--- config.mk ---
export PLATFORM = sky130hd
export DESIGN_NAME = qdet_ctrl
export DESIGN_NICKNAME = d
export VERILOG_FILES = /design/src/rtl/qdet_pkg.sv /design/src/rtl/qdet_own_table.sv /design/src/rtl/qdet_budget.sv /design/src/rtl/qdet_phase_fsm.sv /design/src/rtl/qdet_ctrl.sv
export SDC_FILE = /design/constraint.sdc
export NUM_CORES = 1
export LEC_CHECK = 0
export ABC_CLOCK_PERIOD_IN_PS = 1800
export BUFFER_PORTS_ARGS = -buffer_cell sky130_fd_sc_hd__buf_2
export CORE_MARGIN = 2
export CORE_UTILIZATION = 49
export CTS_CLUSTER_SIZE = 14
export DETAILED_ROUTE_END_ITERATION = 12
export PLACE_DENSITY = 0.78
export SYNTH_ARGS = -nofsm -noshare
export SYNTH_HDL_FRONTEND = slang
export SYNTH_SLANG_ARGS = --single-unit
--- constraint.sdc ---
create_clock -name clk -period 1.8 [get_ports clk]
set_input_delay 0.09 -clock clk [delete_from_list [all_inputs] [get_ports clk]]
set_output_delay 0.09 -clock clk [all_outputs]
set_load 0.01 [all_outputs]
--- src/rtl/qdet_pkg.sv ---
package qdet_pkg;
    typedef enum logic [1:0] {
        ST_PARALLEL,
        ST_SERIAL_PICK,
        ST_SERIAL_RUN,
        ST_RELOAD
    } qdet_state_e;
endpackage

--- src/rtl/qdet_own_table.sv ---
module qdet_own_table #(
    parameter int NUM_REG = 8,
    parameter int TID_W   = 2,
    parameter int REG_W   = 3
) (
    input  logic             clk,
    input  logic             rst,
    input  logic             upd_valid,
    input  logic             upd_write,
    input  logic [REG_W-1:0] upd_region,
    input  logic [TID_W-1:0] upd_tid,
    output logic [NUM_REG-1:0] rg_shared,
    output logic [TID_W-1:0]   rg_owner [NUM_REG]
);
    for (genvar r = 0; r < NUM_REG; r++) begin : g_entry
        logic hit;
        assign hit = upd_valid && (upd_region == REG_W'(r));
        always_ff @(posedge clk) begin
            if (rst) begin
                rg_shared[r] <= 1'b1;
                rg_owner[r]  <= '0;
            end else if (hit) begin
                if (upd_write) begin
                    rg_shared[r] <= 1'b0;
                    rg_owner[r]  <= upd_tid;
                end else if (!rg_shared[r] && rg_owner[r] != upd_tid) begin
                    rg_shared[r] <= 1'b1;
                end
            end
        end
    end
endmodule

--- src/rtl/qdet_budget.sv ---
module qdet_budget #(
    parameter int QUANTUM = 4,
    parameter int CNT_W   = 3
) (
    input  logic clk,
    input  logic rst,
    input  logic reload,
    input  logic count_en,
    output logic at_last
);
    logic [CNT_W-1:0] remain;

    always_ff @(posedge clk) begin
        if (rst || reload) begin
            remain <= CNT_W'(QUANTUM);
        end else if (count_en && remain != '0) begin
            remain <= remain - 1'b1;
        end
    end

    assign at_last = (remain == CNT_W'(1));
endmodule

--- src/rtl/qdet_phase_fsm.sv ---
module qdet_phase_fsm
    import qdet_pkg::*;
#(
    parameter int NUM_THR = 4,
    parameter int TID_W   = 2
) (
    input  logic               clk,
    input  logic               rst,
    input  logic [NUM_THR-1:0] viol,
    input  logic [NUM_THR-1:0] last_ret,
    output qdet_state_e        state,
    output logic [NUM_THR-1:0] cut,
    output logic [NUM_THR-1:0] done,
    output logic [TID_W-1:0]   turn_tid,
    output logic               serial_mode,
    output logic               turn_valid,
    output logic               reload
);
    qdet_state_e      state_nx;
    logic [TID_W-1:0] pick_tid;

    always_comb begin
        pick_tid = '0;
        for (int t = NUM_THR - 1; t >= 0; t--) begin
            if (cut[t]) pick_tid = TID_W'(t);
        end
    end

    always_comb begin
        state_nx = state;
        unique case (state)
            ST_PARALLEL:    if (&(cut | done)) state_nx = ST_SERIAL_PICK;
            ST_SERIAL_PICK: state_nx = (|cut) ? ST_SERIAL_RUN : ST_RELOAD;
            ST_SERIAL_RUN:  if (last_ret[turn_tid]) state_nx = ST_SERIAL_PICK;
            ST_RELOAD:      state_nx = ST_PARALLEL;
        endcase
    end

    always_ff @(posedge clk) begin
        if (rst) begin
            state    <= ST_PARALLEL;
            turn_tid <= '0;
            cut      <= '0;
            done     <= '0;
        end else begin
            state <= state_nx;
            if (state == ST_SERIAL_PICK) turn_tid <= pick_tid;
            if (state == ST_RELOAD) begin
                cut  <= '0;
                done <= '0;
            end else begin
                cut  <= (cut | viol) & ~last_ret;
                done <= done | last_ret;
            end
        end
    end

    always_comb begin
        serial_mode = 1'b0;
        turn_valid  = 1'b0;
        reload      = 1'b0;
        unique case (state)
            ST_PARALLEL:    ;
            ST_SERIAL_PICK: serial_mode = 1'b1;
            ST_SERIAL_RUN: begin
                serial_mode = 1'b1;
                turn_valid  = 1'b1;
            end
            ST_RELOAD:      reload = 1'b1;
        endcase
    end
endmodule

--- src/rtl/qdet_ctrl.sv ---
module qdet_ctrl
    import qdet_pkg::*;
#(
    parameter int NUM_THR = 4,
    parameter int ADDR_W  = 16,
    parameter int REG_W   = 3,
    parameter int QUANTUM = 4
) (
    input  logic                        clk,
    input  logic                        rst,
    input  logic [NUM_THR-1:0]          req_valid,
    input  logic [NUM_THR-1:0]          req_write,
    input  logic [NUM_THR*ADDR_W-1:0]   req_addr,
    input  logic [NUM_THR-1:0]          retire,
    output logic [NUM_THR-1:0]          req_grant,
    output logic                        serial_mode,
    output logic                        turn_valid,
    output logic [$clog2(NUM_THR)-1:0]  turn_tid
);
    localparam int TID_W   = $clog2(NUM_THR);
    localparam int NUM_REG = 1 << REG_W;
    localparam int CNT_W   = $clog2(QUANTUM + 1);

    qdet_state_e        state;
    logic [NUM_THR-1:0] cut, done, viol, last_ret, at_last, running, permit;
    logic               reload;
    logic [NUM_REG-1:0] rg_shared;
    logic [TID_W-1:0]   rg_owner [NUM_REG];
    logic [REG_W-1:0]   rgn [NUM_THR];

    for (genvar t = 0; t < NUM_THR; t++) begin : g_thr
        logic sh, mine;
        assign rgn[t] = req_addr[t*ADDR_W + ADDR_W - 1 -: REG_W];
        assign sh     = rg_shared[rgn[t]];
        assign mine   = !sh && (rg_owner[rgn[t]] == TID_W'(t));
        assign permit[t] = req_write[t] ? mine : (sh || mine);

        assign running[t] = ((state == ST_PARALLEL) && !cut[t] && !done[t])
                         || (turn_valid && turn_tid == TID_W'(t));
        assign req_grant[t] = req_valid[t] && running[t]
                           && (turn_valid || permit[t]);
        assign viol[t] = (state == ST_PARALLEL) && req_valid[t]
                      && running[t] && !permit[t];
        assign last_ret[t] = retire[t] && running[t] && at_last[t];

        qdet_budget #(.QUANTUM(QUANTUM), .CNT_W(CNT_W)) u_budget (
            .clk      (clk),
            .rst      (rst),
            .reload   (reload),
            .count_en (retire[t] && running[t]),
            .at_last  (at_last[t])
        );
    end

    qdet_phase_fsm #(.NUM_THR(NUM_THR), .TID_W(TID_W)) u_fsm (
        .clk         (clk),
        .rst         (rst),
        .viol        (viol),
        .last_ret    (last_ret),
        .state       (state),
        .cut         (cut),
        .done        (done),
        .turn_tid    (turn_tid),
        .serial_mode (serial_mode),
        .turn_valid  (turn_valid),
        .reload      (reload)
    );

    qdet_own_table #(.NUM_REG(NUM_REG), .TID_W(TID_W), .REG_W(REG_W)) u_table (
        .clk        (clk),
        .rst        (rst),
        .upd_valid  (turn_valid && req_valid[turn_tid]),
        .upd_write  (req_write[turn_tid]),
        .upd_region (rgn[turn_tid]),
        .upd_tid    (turn_tid),
        .rg_shared  (rg_shared),
        .rg_owner   (rg_owner)
    );
endmodule

==> summary.md, run 1 <==
| Metric | Value |
|---|---|
| Status | complete, but fails checks |
| Failing checks | setup timing |
| Total gr overflow | 0 |
| Ys Warns | 0 |
| Worst vdd ir | about 0.0003 V |
| Sequential fraction of the synthesis area | 0.285 |
| Share of synthesized registers carrying an async set or reset | 0 |
| Reg2reg path depth | 6 |
| Final worst-path cycle share | 1.17 |
| Max Slew Vio Count | 0 |
| Final setup violation count | 15 |
| Min-delay src | rst |
| CTS Hold Bufs | 0 |
| Reg2reg start | u_fsm.turn_tid[1] |
| Critical path class | reg2out |
| Util after Layout | 0.634 |
| Max Clk Rate | about 470 MHz |
| Hold Path Stages | 3 |
| Clk_skew | between 0.009 and 0.01 ns |
| Area Growth Syn to Fin | 26.2% |
| RSZ-0062 raised after global routing | true |
| Antenna violations before repair | 0 |
| Max clock buf depth | 2 |
| WL/cell | 19.3 um |
| Syn nets | 462 |
| Synth Flop Type | dfxtp_1 |
| Crit path launch type | flip-flop |
| Min Tclk post-route | 2.11 ns |
| Crit path DAT | between 2 and 2.5 ns |
| # H-tree levels | 2 |
| First-pass GRT wire length | 15000 um |
| Layout cell share with drive strength beyond 1 | 0.381 |
| Req. time, crit path | 1.71 ns |
| Core outline area | 6720 um2 |
| Final hold violations | 0 |
| GRT Total Usage | 0.257 |
| Commonest non-fill, non-tap cell in the layout | nor2_1 |
| Ant diodes | 0 |
| Critical Path Sink Type | output pin |
| Multi-input logic area | between 2000 and 2500 um2 |
| Max-Cap Viols | 0 |
| Syn Inst Count | around 370 |
| Post-synth EDFFs | 0 |
| Fillers | 522 |
| Port bufs | 33 |
| Die Span Y | 87.0 um |
| R2r endpoint | u_table.rg_shared[4] |
| Vias | ~3200 |
| Post-route ant nets | 0 |
| CTS root buffer | clkbuf_8 |
| Iteration-0 DRC Markers | 434 |
| Setup ws final | -0.310 ns |
| Hold crit path type | in2reg |
| Mean Syn Cell Area | a little over 9 um2 |
| Most frequent cells in the layout | nor2_1 (68), buf_4 (42), buf_2 (32) |
| TritonCTS Sinks | between 40 and 50 |
| Netlist cell types | 52 |
| Worst-margin pin slew | slightly below 0.4 ns |
| Vias per std cell | 6.27 |
| Clk slew on worst S/H paths | roughly 0.09 ns |
| Crit Path Max Fanout | 6 |
| Pwr dens | 635 nW/um2 |
| Hold EP | g_thr[1].u_budget.remain[2] |
| Worst slew margin | 0.734 |
| Initial core utilization | 0.502 |
| I/O pin cnt | 86 |
| Lkg Pwr | 1.85 nW |
| Vias in the first global route | between 3000 and 4000 |
| Clk Latency, worst-skew pair | 0.32 ns |
| DP HPWL | about 6600 um |
| Netlist Area Pre-Place | 3370 um2 |
| Reg2reg setup slack | -0.13 ns |
| Largest net degree at the start of global routing | 37 |
| CTS Buf Count | 5 |
| Post-route insts no fill | 516 |
| Register area | 1030 um2 |
| Die ar. | roughly 7600 um2 |
| Placed cell count | 495 |
| First drt pass iteration count | 6 |
| DRC Markers | 0 |
| FP Rows | 30 |
| Synthesized flop and latch total | 48 |
| Gpl congestion | 0.903 |
| Final wirelength | 9930 um |
| Final layout net count | around 530 |
| CTS tree | built |
| Die X | 87.0 um |
-- critical path, stage by stage, from the launching register on --
cell	delay [ns]
dfxtp_2	0.38
mux4_2	0.50
mux2i_2	0.20
buf_4	0.16
mux2i_1	0.17
o211a_1	0.17
buf_2	0.12
-- routing by layer --
metal / routed length [um] / global-route usage / part of all wire
met5: 0 / 0 / 0
met4: 429 / 0.119 / 0.043
met3: 773 / 0.0398 / 0.078
met2: 4790 / 0.414 / 0.48
met1: 3940 / 0.337 / 0.40
-- through the flow --
| stage | worst slack, ns | area, um2 | hold slack (ns) | setup TNS (ns) | power, mW |
|---|---|---|---|---|---|
| 2_1_floorplan | 0.0281 | 3370 | 0.279 | 0 | 1.71 |
| 3_3_place_gp | -0.0712 | 3790 | 0.405 | -1.08 | 1.90 |
| 3_5_place_dp | -0.170 | 3790 | 0.407 | -2.90 | 1.94 |
| 4_1_cts | -0.262 | 4020 | 0.0881 | -1.26 | 2.63 |
| 5_1_grt | -0.335 | 4260 | 0.129 | -3.34 | 2.81 |
| 6_report | -0.310 | 4260 | 0.0821 | -1.64 | 2.71 |
-- layout make-up --
cell class | count | area share
tap | 80 | 0.0235
sequential | 48 | 0.242
inverter | 19 | 0.0167
multi-input combinational | 285 | 0.577
clock buffer | 6 | 0.0194
timing repair buffer | 77 | 0.120
clock inverter | 1 | 0.00206
-- timing repair --
item                                    4_1_cts  5_1_grt
pin swaps                                     3       16
gates cloned                                  1        0
endpoints found under the setup margin       35       42
setup buffers                                 4        9
gates resized for setup                      42       41
-- registers in the layout, indices dropped and copies added, names as in the netlist --
name,count
u_table.rg_owner,16
g_thr.u_budget.remain,12
u_table.rg_shared,8
u_fsm.cut,4
u_fsm.done,4
u_fsm.state,2
u_fsm.turn_tid,2
-- worst max-delay path by stage --
stage	start	endpoint	slack, ns
floorplan	u_fsm.state[0]	g_thr[1].u_budget.remain[1]	0.03
global placement	u_fsm.turn_tid[0]	u_table.rg_owner[14]	-0.07
detailed placement	u_fsm.turn_tid[0]	u_table.rg_owner[14]	-0.17
CTS	u_table.rg_shared[7]	req_grant[2]	-0.26
global route	u_table.rg_shared[7]	req_grant[2]	-0.33
finish	u_table.rg_shared[7]	req_grant[2]	-0.31
-- where the power goes --
group / switching [mW] / internal, mW / total (mW)
combinational: 0.431 / 0.392 / 0.824
clock: 0.399 / 0.308 / 0.707
sequential: 0.0556 / 1.12 / 1.17
total: 0.886 / 1.82 / 2.71
-- cells in the mapped netlist (2+ instances only) --
| master | instances | area [um2] |
|---|---|---|
| mux2i_1 | 30 | 300 |
| buf_4 | 3 | 22.5 |
| o211ai_1 | 4 | 30.0 |
| o21ai_0 | 3 | 15.0 |
| mux4_2 | 16 | 360 |
| o2bb2ai_1 | 2 | 17.5 |
| nand2_1 | 18 | 67.6 |
| nand4b_2 | 2 | 30.0 |
| clkbuf_1 | 9 | 33.8 |
| nand4_2 | 2 | 25.0 |
| nand3b_1 | 15 | 113 |
| buf_2 | 2 | 10.0 |
| nor2_1 | 69 | 259 |
| or2_2 | 2 | 12.5 |
| a311oi_1 | 8 | 70.1 |
| nand4_1 | 6 | 37.5 |
| nand3_1 | 4 | 20.0 |
| a211oi_1 | 5 | 37.5 |
| nand4b_1 | 6 | 52.6 |
| nor2b_1 | 4 | 25.0 |
| dfxtp_1 | 48 | 961 |
| xnor2_1 | 20 | 175 |
| o311ai_0 | 2 | 17.5 |
| or3b_2 | 6 | 52.6 |
| inv_1 | 19 | 71.3 |
| a21oi_1 | 12 | 60.1 |
| o211a_1 | 3 | 30.0 |
| and3_1 | 2 | 12.5 |
| ha_1 | 17 | 213 |
| a31oi_1 | 3 | 18.8 |
| nand2b_1 | 3 | 18.8 |
| nor2b_4 | 2 | 27.5 |
-- logic make-up (layout without fill, tap and decap cells) --
kind of cell             count (synthesis)  in the layout  synth area share
AO/OA/AOI/OAI                           50             51             0.112
XOR/XNOR                                20             20            0.0519
adder cells (fa/ha/maj)                 17             17            0.0630
buffers and inverters                   35            103            0.0452
flip-flops                              48             48             0.285
multiplexers                            47             47             0.199
AND/OR/NAND/NOR                        150            150             0.244
Note: power is estimated with default switching activity, not from simulation.
==> inputs of run 2 (changes only) <==
--- a/config.mk
+++ b/config.mk
@@ -11,6 +11,7 @@
 export CORE_UTILIZATION = 49
 export CTS_CLUSTER_SIZE = 14
 export DETAILED_ROUTE_END_ITERATION = 12
+export GPL_TIMING_DRIVEN = 0
 export PLACE_DENSITY = 0.78
 export SYNTH_ARGS = -nofsm -noshare
 export SYNTH_HDL_FRONTEND = slang
==> summary.md, run 2 (synthesis results as in run 1) <==
| Metric | Value |
|---|---|
| Status | complete, but fails checks (unchanged) |
| Failing checks | setup timing (unchanged) |
| Final layout net count | 535 (was 531) |
| Top flop regs | u_table.rg_owner x16, g_thr.u_budget.remain x12, u_table.rg_shared x8 (unchanged) |
| Gpl congestion | 0.973 (was 0.903) |
| Worst slew margin | 0.656 (was 0.734) |
| I/O pin cnt | 86 (unchanged) |
| Multi-input logic area | 2530 um2 (was 2460 um2) |
| CTS tree | built (unchanged) |
| Die Span Y | 87.0 um (unchanged) |
| GRT Total Usage | 0.260 (was 0.257) |
| Vias per std cell | 6.37 (was 6.27) |
| Initial core utilization | 0.502 (unchanged) |
| RSZ-0062 raised after global routing | true (unchanged) |
| Reg with most FFs | u_table.rg_owner (unchanged) |
| Slowest stage delay, CP | 0.50 ns (about the same) |
| Vias | 3318 (was 3234) |
| Die X | 87.0 um (unchanged) |
| # H-tree levels | 2 (unchanged) |
| DP HPWL | 6560 um (was 6610 um) |
| Critical Path Sink Type | output pin (unchanged) |
| Crit path launch type | flip-flop (unchanged) |
| Post-Layout Inst Area | 4370 um2 (was 4260 um2) |
| Final setup violation count | 28 (was 15) |
| Worst-margin pin slew | 0.516 ns (was 0.391 ns) |
| Crit path DAT | 1.95 ns (was 2.02 ns) |
| Fillers | 488 (was 522) |
| CP bufs+invs | 1 (was 2) |
| First-pass GRT wire length | 15200 um (was 15000 um) |
| Cell family with most CP delay | multiplexers (unchanged) |
| Placed inst area | 3630 um2 (was 3790 um2) |
| Clk slew on worst S/H paths | 0.10 ns (was 0.09 ns) |
| Max Clk Rate | 489 MHz (was 474 MHz) |
| Clk network pwr share | 0.263 (was 0.261) |
| Crit path cell chain | mux4_2 -> mux2i_4 -> mux2i_1 -> o211a_1 -> buf_2 (was mux4_2 -> mux2i_2 -> buf_4 -> mux2i_1 -> o211a_1 -> buf_2) |
| Internal power | 1.82 mW (about the same) |
| Largest net degree at the start of global routing | 16 (was 37) |
| Pwr dens | 627 nW/um2 (was 635 nW/um2) |
| Final wirelength | 10200 um (was 9930 um) |
| Crit Path Max Fanout | 6 (unchanged) |
| Setup ws final | -0.244 ns (was -0.310 ns) |
| Area Growth Syn to Fin | 29.4% (was 26.2%) |
| CTS root buffer | clkbuf_8 (unchanged) |
| Total gr overflow | 0 (unchanged) |
| Hold crit path type | in2reg (unchanged) |
| Combinational fraction of design power | 0.308 (was 0.304) |
| Net Sw Frac | 0.335 (was 0.328) |
| Reg power frac | 0.429 (was 0.434) |
| Iteration-0 DRC Markers | 418 (was 434) |
| Core outline area | 6720 um2 (unchanged) |
| Port bufs | 31 (was 33) |
| Post-route ant nets | 0 (unchanged) |
| Die ar. | 7570 um2 (unchanged) |
| Sw Pwr | 0.917 mW (was 0.886 mW) |
| Antenna violations before repair | 0 (unchanged) |
| TritonCTS Sinks | 48 (unchanged) |
| Commonest non-fill, non-tap cell in the layout | nor2_1 (unchanged) |
| Slowest CP cell | mux4_2 (unchanged) |
| Critical path class | reg2out (unchanged) |
| DRC Markers | 0 (unchanged) |
| Max Slew Vio Count | 0 (unchanged) |
| Req. time, crit path | 1.71 ns (about the same) |
| Register area | 1040 um2 (was 1030 um2) |
| Clk_skew | 0.00811 ns (was 0.00978 ns) |
| Most frequent cells in the layout | nor2_1 (69), buf_2 (33), buf_4 (33) (was nor2_1 (68), buf_4 (42), buf_2 (32)) |
| CTS Buf Count | 5 (unchanged) |
| Final worst-path cycle share | 1.14 (was 1.17) |
| Max clock buf depth | 2 (unchanged) |
| Worst hold slack | 0.130 ns (was 0.0821 ns) |
| Final hold violations | 0 (unchanged) |
| Max FFs per register | 16 (unchanged) |
| Lkg Pwr | 1.87 nW (was 1.85 nW) |
| Min Tclk post-route | 2.04 ns (was 2.11 ns) |
| Clk Latency, worst-skew pair | 0.31 ns (was 0.32 ns) |
| Layout cell share with drive strength beyond 1 | 0.385 (was 0.381) |
| Vias in the first global route | 3083 (was 3029) |
| WL/cell | 19.6 um (was 19.3 um) |
| FP Rows | 30 (unchanged) |
| First drt pass iteration count | 7 (was 6) |
| Ant diodes | 0 (unchanged) |
| Max-Cap Viols | 0 (unchanged) |
| Worst vdd ir | 0.000364 V (was 0.000299 V) |
-- run 2: worst paths after layout --
kind	startpoint	to	slack [ns]	cells past startpoint
setup / recovery	u_table.rg_shared[3]	req_grant[0]	-0.24	5
hold / removal	req_valid[3]	u_fsm.cut[3]	0.13	3
setup reg to reg	u_fsm.turn_tid[0]	u_table.rg_owner[6]	-0.17	6
hold reg to reg	g_thr[2].u_budget.remain[1]	g_thr[2].u_budget.remain[1]	0.46	2
-- run 2: through the flow --
| step | worst slack, ns | power, mW | std cells | utilization | TNS [ns] |
|---|---|---|---|---|---|
| after floorplan | 0.0281 | 1.71 | 367 | - | 0 |
| after global placement | -0.227 | 1.87 | 478 | 0.540 | -4.43 |
| after detailed placement | -0.276 | 1.90 | 478 | 0.540 | -6.36 |
| after CTS | -0.207 | 2.63 | 511 | 0.620 | -1.62 |
| after global routing | -0.273 | 2.87 | 521 | 0.650 | -4.60 |
| final | -0.244 | 2.74 | 521 | 0.650 | -3.07 |
-- run 2: timing repair --
item	4_1_cts	5_1_grt
endpoints found under the setup margin	42	46
pin swaps	13	18
setup buffers	25	10
gates cloned	1	1
hold buffers	0	0
resized for setup	76	28
-- run 2: tightest hold or removal path: stages --
cell	delay, ns
buf_2	0.13
nand2b_1	0.09
o32ai_1	0.09
-- run 2: per-layer routing --
metal	global-route usage	up-vias	wire length (um)
met4	0.128	0	490
li1	-	1486	-
met2	0.413	195	4780
met1	0.333	1585	4070
met5	0	-	0
met3	0.0597	52	864
-- run 2: cell type report --
| cell class | count | area share |
|---|---|---|
| multi-input combinational | 286 | 0.580 |
| sequential | 48 | 0.239 |
| timing repair buffer | 66 | 0.101 |
| tap | 80 | 0.0229 |
| buffer | 14 | 0.0195 |
| clock buffer | 6 | 0.0189 |
| inverter | 19 | 0.0163 |
| clock inverter | 2 | 0.00315 |
-- run 2: power groups by stage --
stage	Clock (mW)	Combinational (mW)	Sequential (mW)
floorplan	0	0.504	1.21
CTS	0.715	0.742	1.17
global route	0.760	0.927	1.18
global placement	0	0.649	1.22
finish	0.720	0.844	1.17
detailed placement	0	0.676	1.22
==> inputs of run 3 (changes only) <==
--- a/config.mk
+++ b/config.mk
@@ -7,7 +7,7 @@
 export LEC_CHECK = 0
 export ABC_CLOCK_PERIOD_IN_PS = 1800
 export BUFFER_PORTS_ARGS = -buffer_cell sky130_fd_sc_hd__buf_2
-export CORE_MARGIN = 2
+export CORE_MARGIN = 3
 export CORE_UTILIZATION = 49
 export CTS_CLUSTER_SIZE = 14
 export DETAILED_ROUTE_END_ITERATION = 12
==> summary.md, run 3 (synthesis results as in run 1) <==
| Metric | Value |
|---|---|
| Max Slew Vio Count | 0 (unchanged) |
| Final layout net count | 539 (was 535) |
| GRT Total Usage | 0.254 (was 0.260) |
| Gpl congestion | 0.981 (was 0.973) |
| Hold crit path type | in2reg (unchanged) |
| Clk_skew | 0.0115 ns (was 0.00811 ns) |
| Most frequent cells in the layout | nor2_1 (64), buf_2 (32), buf_4 (32) (was nor2_1 (69), buf_2 (33), buf_4 (33)) |
| Max-Cap Viols | 0 (unchanged) |
| Port bufs | 31 (unchanged) |
| Core outline area | 6490 um2 (was 6720 um2) |
| CTS Buf Count | 5 (unchanged) |
| R2r endpoint | u_table.rg_owner[15] (was u_table.rg_owner[6]) |
| Vias | 3486 (was 3318) |
| Crit Path Max Fanout | 6 (unchanged) |
| WL met2 | 5070 um (was 4780 um) |
| Min-delay src | req_valid[3] (unchanged) |
| Critical Path Sink Type | output pin (unchanged) |
| Vias per std cell | 6.68 (was 6.37) |
| First-pass GRT wire length | 15400 um (was 15200 um) |
| Clk Latency, worst-skew pair | 0.31 ns (about the same) |
| TritonCTS Sinks | 48 (unchanged) |
| Antenna violations before repair | 0 (unchanged) |
| Max FFs per register | 16 (unchanged) |
| Iteration-0 DRC Markers | 516 (was 418) |
| Clk slew on worst S/H paths | 0.10 ns (about the same) |
| Total gr overflow | 0 (unchanged) |
| Worst slew margin | 0.571 (was 0.656) |
| Final worst-path cycle share | 1.14 (about the same) |
| Final setup violation count | 29 (was 28) |
| I/O pin cnt | 86 (unchanged) |
| Setup ws final | -0.253 ns (was -0.244 ns) |
| Final wirelength | 11300 um (was 10200 um) |
| Worst vdd ir | 0.000392 V (was 0.000364 V) |
| Pwr dens | 659 nW/um2 (was 627 nW/um2) |
| Net Sw Frac | 0.311 (was 0.335) |
| Die X | 89.0 um (was 87.0 um) |
| Combinational fraction of design power | 0.285 (was 0.308) |
| Die Span Y | 89.0 um (was 87.0 um) |
| FP Rows | 29 (was 30) |
| Critical path class | reg2out (unchanged) |
| DRC Markers | 0 (unchanged) |
| DP HPWL | 6700 um (was 6560 um) |
| Max Clk Rate | 487 MHz (was 489 MHz) |
| Worst hold slack | 0.131 ns (was 0.130 ns) |
| Max layer used | met4 (unchanged) |
| Largest net degree at the start of global routing | 17 (was 16) |
| Commonest non-fill, non-tap cell in the layout | nor2_1 (unchanged) |
| Initial core utilization | 0.520 (was 0.502) |
| Failing checks | setup timing (unchanged) |
| Crit path launch type | flip-flop (unchanged) |
| Post-route ant nets | 0 (unchanged) |
| Die ar. | 7920 um2 (was 7570 um2) |
| Reg2reg path depth | 6 (unchanged) |
| RSZ-0062 raised after global routing | true (unchanged) |
| WL/cell | 21.6 um (was 19.6 um) |
| Internal power | 2.06 mW (was 1.82 mW) |
| Layout cell share with drive strength beyond 1 | 0.409 (was 0.385) |
| Min Tclk post-route | 2.05 ns (was 2.04 ns) |
| Reg power frac | 0.393 (was 0.429) |
| Worst-margin pin slew | 0.642 ns (was 0.516 ns) |
| Max clock buf depth | 2 (unchanged) |
| Status | complete, but fails checks (unchanged) |
| # H-tree levels | 2 (unchanged) |
| CTS root buffer | clkbuf_8 (unchanged) |
| Critical Path Sink | req_grant[1] (was req_grant[0]) |
| Vias in the first global route | 3065 (was 3083) |
| First drt pass iteration count | 7 (unchanged) |
| Final hold violations | 0 (unchanged) |
| Wire length on met1 | 4420 um (was 4070 um) |
| Area Growth Syn to Fin | 34.2% (was 29.4%) |
| Sw Pwr | 0.928 mW (was 0.917 mW) |
| Lkg Pwr | 1.90 nW (was 1.87 nW) |
| Clk network pwr share | 0.322 (was 0.263) |
| Util after Layout | 0.697 (was 0.650) |
| Ant diodes | 0 (unchanged) |
| Crit path DAT | 1.96 ns (was 1.95 ns) |
| Reg2reg start | u_fsm.turn_tid[0] (unchanged) |
| Hold Path Stages | 3 (unchanged) |
| CTS tree | built (unchanged) |
| DR WL met3 | 1220 um (was 864 um) |
| Setup crit start | u_table.rg_shared[4] (was u_table.rg_shared[3]) |
| Reg2reg setup slack | -0.23 ns (was -0.17 ns) |
| Req. time, crit path | 1.71 ns (about the same) |
| Top flop regs | u_table.rg_owner x16, g_thr.u_budget.remain x12, u_table.rg_shared x8 (unchanged) |
| Reg with most FFs | u_table.rg_owner (unchanged) |
run 3: metrics by stage:
| step | setup slack [ns] | instances | cell area [um2] | TNS [ns] | power, mW |
|---|---|---|---|---|---|
| after floorplan | 0.0281 | 367 | 3370 | 0 | 1.71 |
| after global placement | -0.242 | 475 | 3630 | -4.75 | 1.87 |
| after detailed placement | -0.311 | 475 | 3630 | -7.07 | 1.91 |
| after CTS | -0.213 | 503 | 4160 | -1.18 | 2.87 |
| after global routing | -0.276 | 522 | 4530 | -5.07 | 3.11 |
| final | -0.253 | 522 | 4530 | -3.67 | 2.99 |
run 3: worst min-delay path by stage:
stage	to	slack (ns)
detailed placement	u_fsm.cut[3]	0.42
finish	u_fsm.cut[3]	0.13
CTS	u_fsm.cut[3]	0.11
global placement	u_fsm.cut[3]	0.41
global route	u_fsm.cut[3]	0.14
floorplan	u_fsm.cut[3]	0.28
run 3: final cells by class:
type,instances,area [um2]
Buffer,13,81.3
Clock buffer,5,68.8
Clock inverter,3,68.8
Fill cell,422,1970
Inverter,19,71.3
Multi-Input combinational cell,286,2580
Sequential cell,48,1040
Tap cell,77,96.3
Timing Repair Buffer,71,519
run 3: routing by layer:
metal  up-vias  track usage
li1       1494            -
met2       264        0.412
met4         0       0.0934
met5         -            0
met1      1642        0.337
met3        86       0.0498
run 3: critical path, cell delays in order, from the launching register on:
cell and delay, ns:
dfxtp_2 0.38, mux4_2 0.48, mux2_4 0.31, mux2i_1 0.13, o211a_1 0.23, buf_6 0.12
run 3: timing repair:
item                                   4_1_cts  5_1_grt
setup endpoints to repair                   42       43
hold buffers                                 0        0
setup buffers                               22       23
gates resized for setup                     77       44
endpoints found under the hold margin        0        0
cloned                                       1        1
pin swaps                                   16       16
run 3: power by group through the flow:
| stage | logic [mW] | registers (mW) | clock network, mW |
|---|---|---|---|
| 2_1_floorplan | 0.504 | 1.21 | 0 |
| 3_3_place_gp | 0.653 | 1.22 | 0 |
| 3_5_place_dp | 0.682 | 1.22 | 0 |
| 4_1_cts | 0.737 | 1.17 | 0.958 |
| 5_1_grt | 0.921 | 1.18 | 1.01 |
| 6_report | 0.850 | 1.17 | 0.963 |
